$ cat src/rtl/cps_pkg.sv
package cps_pkg;

   // Lowest set bit of a small request vector; lower index is more urgent.
   function automatic int lowest_set(input logic [15:0] req, input int width);
      int idx;
      idx = -1;
      for (int k = width - 1; k >= 0; k--) begin
         if (req[k]) idx = k;
      end
      return idx;
   endfunction

endpackage

$ cat src/rtl/cps_route_regs.sv
module cps_route_regs #(
   parameter int NUM_QUEUES = 64,
   parameter int WORD_W     = 16,
   localparam int NUM_WORDS = NUM_QUEUES / WORD_W,
   localparam int SEL_W     = (NUM_WORDS > 1) ? $clog2(NUM_WORDS) : 1
) (
   input  logic                  clk,
   input  logic                  rst_n,
   input  logic                  wr_en,
   input  logic [SEL_W-1:0]      wr_sel,
   input  logic [WORD_W-1:0]     wr_data,
   output logic [NUM_QUEUES-1:0] route_bits
);

   for (genvar q = 0; q < NUM_QUEUES; q++) begin : g_bit
      localparam int WIDX = q / WORD_W;
      localparam int BIDX = q % WORD_W;
      localparam logic DEF = 1'(q % 2);
      always_ff @(posedge clk or negedge rst_n) begin
         if (!rst_n) begin
            route_bits[q] <= DEF;
         end else if (wr_en && (int'(wr_sel) == WIDX)) begin
            route_bits[q] <= wr_data[BIDX];
         end
      end
   end

endmodule

$ cat src/rtl/cps_port_req.sv
module cps_port_req #(
   parameter int NUM_QUEUES = 64,
   parameter int QPG        = 4,
   localparam int NUM_GRP   = NUM_QUEUES / QPG,
   localparam int NUM_PORTS = 2 * NUM_GRP,
   localparam int QW        = $clog2(NUM_QUEUES)
) (
   input  logic                  mode_32p,
   input  logic [NUM_QUEUES-1:0] q_waiting,
   input  logic [NUM_QUEUES-1:0] route_bits,
   input  logic [NUM_PORTS-1:0]  port_ready,
   output logic [NUM_PORTS-1:0]  port_req,
   output logic [QW-1:0]         port_q [NUM_PORTS]
);
   import cps_pkg::*;

   for (genvar p = 0; p < NUM_PORTS; p++) begin : g_port
      localparam int GRP   = p / 2;
      localparam int BASE  = GRP * QPG;
      localparam logic ODD = 1'(p % 2);
      localparam bit UPPER = (p >= NUM_PORTS / 2);

      logic [QPG-1:0] routed;
      logic [15:0]    cand;
      logic           enabled;
      int             pick;

      always_comb begin
         for (int k = 0; k < QPG; k++) begin
            routed[k] = q_waiting[BASE + k] && (route_bits[BASE + k] == ODD);
         end
         cand    = 16'(routed);
         enabled = mode_32p || !UPPER;
         pick    = lowest_set(cand, QPG);
         port_req[p] = enabled && port_ready[p] && (pick >= 0);
         port_q[p]   = (pick >= 0) ? QW'(BASE + pick) : QW'(BASE);
      end
   end

endmodule

$ cat src/rtl/cps_rr_pick.sv
module cps_rr_pick #(
   parameter int N   = 32,
   localparam int PW = $clog2(N)
) (
   input  logic [N-1:0]  req,
   input  logic [PW-1:0] last,
   output logic          found,
   output logic [PW-1:0] pick
);

   always_comb begin
      found = 1'b0;
      pick  = '0;
      for (int i = 1; i <= N; i++) begin
         automatic int c = (int'(last) + i) % N;
         if (!found && req[c]) begin
            found = 1'b1;
            pick  = PW'(c);
         end
      end
   end

endmodule

$ cat src/rtl/cell_port_sched.sv
module cell_port_sched #(
   parameter int NUM_QUEUES   = 64,
   parameter int QPG          = 4,
   parameter int ROUTE_WORD_W = 16,
   localparam int NUM_GRP     = NUM_QUEUES / QPG,
   localparam int NUM_PORTS   = 2 * NUM_GRP,
   localparam int PW          = $clog2(NUM_PORTS),
   localparam int QW          = $clog2(NUM_QUEUES),
   localparam int NUM_WORDS   = NUM_QUEUES / ROUTE_WORD_W,
   localparam int SEL_W       = (NUM_WORDS > 1) ? $clog2(NUM_WORDS) : 1
) (
   input  logic                    clk,
   input  logic                    rst_n,
   input  logic                    mode_32p,
   input  logic [NUM_QUEUES-1:0]   q_waiting,
   input  logic [NUM_PORTS-1:0]    port_ready,
   input  logic                    route_wr_en,
   input  logic [SEL_W-1:0]        route_wr_sel,
   input  logic [ROUTE_WORD_W-1:0] route_wr_data,
   input  logic                    xfer_done,
   output logic                    grant_valid,
   output logic [PW-1:0]           grant_port,
   output logic [QW-1:0]           grant_queue
);

   if (QPG < 2 || (QPG & (QPG - 1)) != 0 || QPG > 16) begin : g_bad_qpg
      $error("QPG must be a power of two from 2 to 16");
   end
   if (NUM_QUEUES % QPG != 0) begin : g_bad_nq
      $error("NUM_QUEUES must be a multiple of QPG");
   end
   if (NUM_QUEUES % ROUTE_WORD_W != 0) begin : g_bad_word
      $error("NUM_QUEUES must be a multiple of ROUTE_WORD_W");
   end
   if ((NUM_PORTS & (NUM_PORTS - 1)) != 0) begin : g_bad_ports
      $error("port count must be a power of two");
   end

   logic [NUM_QUEUES-1:0] route_bits;
   logic [NUM_PORTS-1:0]  port_req;
   logic [QW-1:0]         port_q [NUM_PORTS];
   logic                  rr_found;
   logic [PW-1:0]         rr_pick;
   logic [PW-1:0]         rr_last;

   cps_route_regs #(
      .NUM_QUEUES (NUM_QUEUES),
      .WORD_W     (ROUTE_WORD_W)
   ) u_route (
      .clk        (clk),
      .rst_n      (rst_n),
      .wr_en      (route_wr_en),
      .wr_sel     (route_wr_sel),
      .wr_data    (route_wr_data),
      .route_bits (route_bits)
   );

   cps_port_req #(
      .NUM_QUEUES (NUM_QUEUES),
      .QPG        (QPG)
   ) u_req (
      .mode_32p   (mode_32p),
      .q_waiting  (q_waiting),
      .route_bits (route_bits),
      .port_ready (port_ready),
      .port_req   (port_req),
      .port_q     (port_q)
   );

   cps_rr_pick #(
      .N     (NUM_PORTS)
   ) u_rr (
      .req   (port_req),
      .last  (rr_last),
      .found (rr_found),
      .pick  (rr_pick)
   );

   always_ff @(posedge clk or negedge rst_n) begin
      if (!rst_n) begin
         grant_valid <= 1'b0;
         grant_port  <= '0;
         grant_queue <= '0;
         rr_last     <= PW'(NUM_PORTS - 1);
      end else if (xfer_done) begin
         grant_valid <= rr_found;
         if (rr_found) begin
            grant_port  <= rr_pick;
            grant_queue <= port_q[rr_pick];
            rr_last     <= rr_pick;
         end
      end
   end

endmodule

$ cat config.mk
export PLATFORM = sky130hd
export DESIGN_NAME = cell_port_sched
export DESIGN_NICKNAME = d
export VERILOG_FILES = /design/src/rtl/cps_pkg.sv /design/src/rtl/cps_route_regs.sv /design/src/rtl/cps_port_req.sv /design/src/rtl/cps_rr_pick.sv /design/src/rtl/cell_port_sched.sv
export SDC_FILE = /design/constraint.sdc
export NUM_CORES = 1
export LEC_CHECK = 0
export BUFFER_PORTS_ARGS = -buffer_cell sky130_fd_sc_hd__buf_2
export CELL_PAD_IN_SITES_DETAIL_PLACEMENT = 1
export CELL_PAD_IN_SITES_GLOBAL_PLACEMENT = 2
export CORE_ASPECT_RATIO = 0.8
export CORE_MARGIN = 4
export CORE_UTILIZATION = 35
export CTS_CLUSTER_SIZE = 25
export DETAILED_ROUTE_END_ITERATION = 12
export GPL_TIMING_DRIVEN = 0
export HOLD_SLACK_MARGIN = 0.1
export PLACE_DENSITY_LB_ADDON = 0.1
export SETUP_SLACK_MARGIN = 0.05
export SYNTH_ARGS = -nofsm -noshare
export SYNTH_HDL_FRONTEND = slang
export SYNTH_HIERARCHICAL = 1
export SYNTH_SLANG_ARGS = --single-unit
$ cat constraint.sdc
create_clock -name clk -period 6.88 [get_ports clk]
set_input_delay 0.344 -clock clk [delete_from_list [all_inputs] [get_ports clk]]
set_output_delay 0.344 -clock clk [all_outputs]
set_load 0.005 [all_outputs]
# Word level (Yosys, flattened, before mapping)
# Index checks and enable logic that the tools add are counted.
# Widths: inputs -> output; s select.
[totals]
out_inout_bits = 12
elab_cells = 894
reg_bits = 81
[classes]
n_reduce_logical = 276
mux = 323
n_eq_ne = 3
n_bitwise = 97
n_addsub = 62
order_cmp = 65
[ops]
columns = ["op", "count"]
rows = [
  ["$mux 32", 128],
  ["$ge 32x1->1 const B", 32],
  ["$lt 6x7->1 const B", 32],
  ["$logic_and 1x1->1", 211],
  ["$mux 6", 34],
  ["$bmux 1 s5", 32],
  ["$mux 5", 32],
  ["$reduce_or 5->1", 32],
  ["$add 6x6->6 const A", 16],
  ["$mux 1", 96],
  ["$add 5x5->5 const B", 16],
  ["$not 1->1", 64],
  ["$add 5x6->6 const A", 8],
  ["$add 5x4->5 const B", 8],
  ["$and 1x1->1 const A", 32],
  ["$logic_not 1->1", 31],
  ["$bmux 6 s5", 1],
  ["$add 4x6->6 const A", 4],
  ["$add 5x3->5 const B", 4],
  ["$add 3x6->6 const A", 2],
  ["$add 5x1->5 const B", 2],
  ["$add 5x2->5 const B", 2],
  ["$ge 6x6->1 const B", 1],
  ["$not 5->6", 1],
  ["other kinds (4)", 5],
]

# Longest topological paths before layout
[logic_depth]
ltp_word = 109
mapped_depth = 30
depth_no_buf = 20

# Cells and area by module
# The synthesis kept the hierarchy.
[by_module_without_submodules]
columns = ["mod", "seq_area_each_um2", "area_per_inst_um2", "n_inst", "cells_each"]
rows = [
  ["cps_rr_pick", 0.0, 6513.7, 1, 756],
  ["cps_port_req", 0.0, 2925.3, 1, 434],
  ["cps_route_regs", 1641.6, 2451.1, 1, 136],
  ["cell_port_sched", 431.7, 2205.9, 1, 198],
]

# Least setup slack after synthesis
# Ideal clock, no wire load.
[synth_path]
kind = "flip-flop to flip-flop"
startpoint = "reg rr_last[2]"
endpoint = "reg grant_queue[0]"
path_buffers = 8
t_required_ns = 6.756
setup_slack_ns = -0.062
arrival_time_ns = 6.818
synth_period_minus_slack_ns = 6.942
stages_incl_launch_ff = 26
cell_sequence = "dfstp_2 -> buf_2 -> buf_1 -> clkinv_1 -> clkbuf_1 -> ha_1 -> clkbuf_1 -> clkbuf_1 -> mux4_2 -> mux4_2 -> mux2i_1 -> nand4_2 -> nor4_4 -> nand2_2 -> or3b_1 -> buf_2 -> o221ai_1 -> o21ai_1 -> and3_1 -> a21oi_2 -> buf_2 -> buf_2 -> mux4_2 -> mux2i_1 -> o22ai_1 -> a211o_1"
[synth_via]
elab_chain_cells = 102
[synth_lines]
columns = ["item", "line", "source"]
rows = [
  ["start: declaration", "cell_port_sched.sv:44", "logic [PW-1:0] rr_last;"],
  ["start signal: assignment", "cell_port_sched.sv:84", "rr_last <= PW'(NUM_PORTS - 1);"],
  ["start signal: assignment", "cell_port_sched.sv:90", "rr_last <= rr_pick;"],
  ["$add 5x1->5", "cps_rr_pick.sv:15", "automatic int c = (int'(last) + i) % N;"],
  ["$bmux 1 s5", "cps_rr_pick.sv:16", "if (!found && req[c]) begin"],
  ["$mux 1 (not written as such) (2 in a row)", "cps_rr_pick.sv:16", ""],
  ["$mux 1", "cps_rr_pick.sv:16", ""],
  ["$logic_not 1->1", "cps_rr_pick.sv:16", ""],
  ["$logic_and 1x1->1", "cps_rr_pick.sv:16", ""],
  ["$mux 1", "cps_rr_pick.sv:16", ""],
  ["$logic_not 1->1", "cps_rr_pick.sv:16", ""],
  ["[85 not listed]", "n/a", ""],
  ["$mux 1", "cps_rr_pick.sv:16", ""],
  ["$logic_not 1->1", "cps_rr_pick.sv:16", ""],
  ["$logic_and 1x1->1", "cps_rr_pick.sv:16", ""],
  ["$mux 5 *", "cps_rr_pick.sv:16", ""],
  ["via rr_pick[1]", "cell_port_sched.sv:43", "logic [PW-1:0] rr_pick;"],
  ["$not 5->6 (not written as such) *", "cell_port_sched.sv:89", "grant_queue <= port_q[rr_pick];"],
  ["$bmux 6 s5 *", "cell_port_sched.sv:89", ""],
  ["$mux 6 (not written as such) * (2 in a row)", "cell_port_sched.sv:89", ""],
  ["end signal: assignment", "cell_port_sched.sv:89", ""],
  ["end: declaration", "cell_port_sched.sv:23", "output logic [QW-1:0] grant_queue"],
]
# The timed path passes the listed nets; every way through them passes the cells marked *. The select of a mux whose other input is x is not followed.
# A chain may end at the register's enable or synchronous reset.

# Worst setup path in the final report
[layout_path]
startpoint = "reg u_route.route_bits[56]"
endpoint = "reg grant_queue[0]"
[layout_via]
elab_chain_cells = 106
[layout_lines]
columns = ["item", "line", "source"]
rows = [
  ["start: declaration", "cps_route_regs.sv:12", "output logic [NUM_QUEUES-1:0] route_bits"],
  ["start signal: indexed assignment", "cps_route_regs.sv:23", "route_bits[q] <= wr_data[BIDX];"],
  ["$not 1->1 *", "cps_port_req.sv:30", "routed[k] = q_waiting[BASE + k] && (route_bits[BASE + k] == ODD);"],
  ["$logic_and 1x1->1 *", "cps_port_req.sv:30", ""],
  ["$mux 32 *", "cps_pkg.sv:8", "if (req[k]) idx = k;"],
  ["$ge 32x1->1 *", "cps_port_req.sv:35", "port_req[p] = enabled && port_ready[p] && (pick >= 0);"],
  ["$logic_and 1x1->1 *", "cps_port_req.sv:35", ""],
  ["via port_req[28]", "cell_port_sched.sv:40", "logic [NUM_PORTS-1:0] port_req;"],
  ["$bmux 1 s5", "cps_rr_pick.sv:16", ""],
  ["$mux 1 (not written as such) (2 in a row)", "cps_rr_pick.sv:16", ""],
  ["[90 not listed]", "n/a", ""],
  ["$mux 1", "cps_rr_pick.sv:16", ""],
  ["$logic_not 1->1", "cps_rr_pick.sv:16", ""],
  ["$logic_and 1x1->1", "cps_rr_pick.sv:16", ""],
  ["$mux 5 *", "cps_rr_pick.sv:16", ""],
  ["via rr_pick[0]", "cell_port_sched.sv:43", ""],
  ["$not 5->6 (not written as such) *", "cell_port_sched.sv:89", ""],
  ["$bmux 6 s5 *", "cell_port_sched.sv:89", ""],
  ["$mux 6 (not written as such) * (2 in a row)", "cell_port_sched.sv:89", ""],
]
# Marks and branches as above.

==> results.yml <==
place:
  gp_congestion: 0.982
  placedCellCount: 2317
  dp_hpwl_mm: 49.8
  place_ws_ps: -3660
  io_buffers: 129
yosys:
  synth.most_common_cell: "buf_4"
  ys_top_cells_by_area: "mux4_2, mux2_2, dfrtp_1"
  ys_seq_area_share_pct: 14.7
  synth-edff-count: 0
  synthArstFlopShare_pct: 100
  syn_inst: 1524
  synth_top_area_share_pct: 20.0
  yosysTopAreaCell: "mux4_2"
  synthesis.area_mm2: 0.0141
  ys_ff_latch: 81
  yosysWarnings: 6
  avgSynthCellArea_um2: 9.25
  yosys_most_used_dff: "dfrtp_1"
  ys_types: 98
  synth_commonest_cells: "buf_4, nand2_1, mux4_2"
layout:
  fin_nets: 2004
  seq_area_mm2: 0.00207
  multi_input_area_mm2: 0.0115
  fillers: 4669
  syn2layout_area_growth_pct: 26.1
  final_cells: 2414
  drive_above_1_share_pct: 44.9
critical_path:
  cpMaxStageDelayCell: "a21oi_1"
  crit_top_cell: "mux4_2"
  crit_path_max_incr_delay_ps: 860
  critPathCaptureType: "flop"
  cp-start-kind: "flop"
  crit_path_cell_trace: "and2b_2, nor2_1, a21oi_1, mux2i_1, mux4_2, mux4_2, o41a_1, buf_4, and2_1, nor4b_4, nand2_1, o32ai_2, nor4b_2, o21ai_1, a2111oi_1, a31oi_1, buf_6, buf_12, mux4_2, mux2i_4, o22ai_2, a211o_1"
  critPathKind: "reg -> reg"
  crit_buf_inv: 3
  arrival_ps: 6990
  crit_family: "compound AO/OA/AOI/OAI gates"
  path_max_fanout: 9
  cp_data_required_time_ps: 7130
die:
  floorplan.core_area_mm2: 0.0396
  num_io_pins: 131
  rows: 65
  initial_utilization_pct: 35.6
  die_area_mm2: 0.0436
  die_h_um: 188
  fp.dieW_um: 232
timing:
  final_max_slew_viol_count: 0
  hold_viol: 0
  fin_ws_ps: 138
  period_needed_ps: 6740
  rsz0062_at_grt: "yes"
  skew_ps: 8.35
  max_freq_mhz: 148
  tightest_slew_ps: 1240
  relSlewSlack_pct: 16.5
  finalSetupTns_ps: 0
  post-route-period-util_pct: 98.0
  setup_viol: 0
routing:
  ant_nets: 0
  viasPerCell: 5.89
  drt_first_pass_iters: 5
  drt_iter0_drc: 1310
  vias: 14200
  route.detailed.drc: 0
  wl_mm: 63.4
  wl_per_cell_um: 26.3
clocking:
  h-tree-depth: 3
  cts_tree: "done"
  clk_pin_slew_ps: 70
  cts_root_buf: "clkbuf_16"
  cts_buffers: 9
  clk_latency_ps: 370
  clock_path_buffers: 2
  cts_sinks: 81
outcome:
  status: "finished clean"
global_routing:
  grt_pass1_vias: 14100
  grt_overflow_total: 0
  grt_start_max_net_pins: 63
  grt_pass1_wl_mm: 93.1
  antenna_found_initial: 4
  track_usage_pct: 28.2
job:
  cap_viol_max_count: 0
min_path:
  hold_class: "in -> reg"
==> flip-flops by register name, summed over array words and instances, names as in the netlist <==
register / count
rr_last: 5
grant_port: 5
grant_queue: 6
u_route/route_bits: 64
grant_valid: 1
==> cell families (layout without fill, tap and decap cells) <==
logic type	after synthesis	in the layout	synth area share, %
simple gates	440	440	17.5
flops	81	81	14.7
buf+inv	249	476	10.9
mux	324	324	35.3
fa+ha+maj	13	13	1.15
compound gates	386	386	18.5
other cells	2	129	0.0533
xor+xnor	29	29	1.86
==> worst reg2reg max path, stage by stage, from the launching register on <==
cell	delay, ps
dfrtp_1	410
and2b_2	260
nor2_1	50
a21oi_1	860
mux2i_1	240
mux4_2	590
mux4_2	620
o41a_1	210
buf_4	180
and2_1	170
nor4b_4	150
nand2_1	210
o32ai_2	120
nor4b_2	340
o21ai_1	200
a2111oi_1	410
a31oi_1	180
buf_6	180
buf_12	140
mux4_2	480
mux2i_4	240
o22ai_2	100
a211o_1	270
==> area by class of cell <==
class / instances / share of cell area, %
Multi-Input combinational cell: 1320 / 64.6
Sequential cell: 81 / 11.7
Buffer: 202 / 9.32
Clock inverter: 7 / 0.640
Antenna cell: 1 / 0.0141
Timing Repair Buffer: 213 / 7.74
Inverter: 45 / 0.999
Clock buffer: 9 / 1.27
Tap cell: 536 / 3.77
==> worst paths after layout <==
kind	startpoint	end	slack [ps]	cells after the start
max reg2reg	u_route/route_bits[56]	grant_queue[0]	140	22
max	u_route/route_bits[56]	grant_queue[0]	140	22
min	xfer_done	grant_valid	280	2
min reg2reg	grant_port[1]	grant_port[1]	480	2
max in group asynchronous	rst_n	u_route/route_bits[51]	5760	3
min in group asynchronous	rst_n	u_route/route_bits[10]	430	2
==> repair_timing <==
action                                 CTS  global route
setup buffers                           40            39
cloned                                   0             2
setup endpoints to repair               17             7
endpoints found under the hold margin   10             0
gates resized for setup                143            67
hold buffers                             1             0
pin swaps                               13            15
==> layer usage <==
| layer | vias up | share of wire (%) | global-route usage [%] |
|---|---|---|---|
| li1 | 6276 | - | - |
| met1 | 7251 | 45 | 42.1 |
| met2 | 599 | 43 | 42.1 |
| met3 | 84 | 9.4 | 7.00 |
| met4 | 6 | 1.9 | 4.34 |
| met5 | - | 0.063 | 0 |
==> stage by stage <==
stage / hold WS (ps) / cell area [um2] / utilization, %
after detailed placement: 254 / 15900 / 40.2
after floorplan: 48.4 / 14600 / -
final: 279 / 17800 / 44.9
after CTS: 275 / 17200 / 43.4
after global placement: 463 / 15900 / 40.1
after global routing: 292 / 17800 / 44.9
==> layout by cell type, fill, tap and decap left out, drive strengths merged, types with 44 or more instances in the layout <==
cell type / n
buf: 382
nand2: 132
conb: 128
mux4: 125
mux2: 120
a21oi: 114
nor2: 84
mux2i: 79
o21ai: 56
nor2b: 49
inv: 46
dfrtp: 44
Power is left out: the tool's default activity adds up to more than one toggle a clock period on the data nets, which glitch-free logic cannot reach.
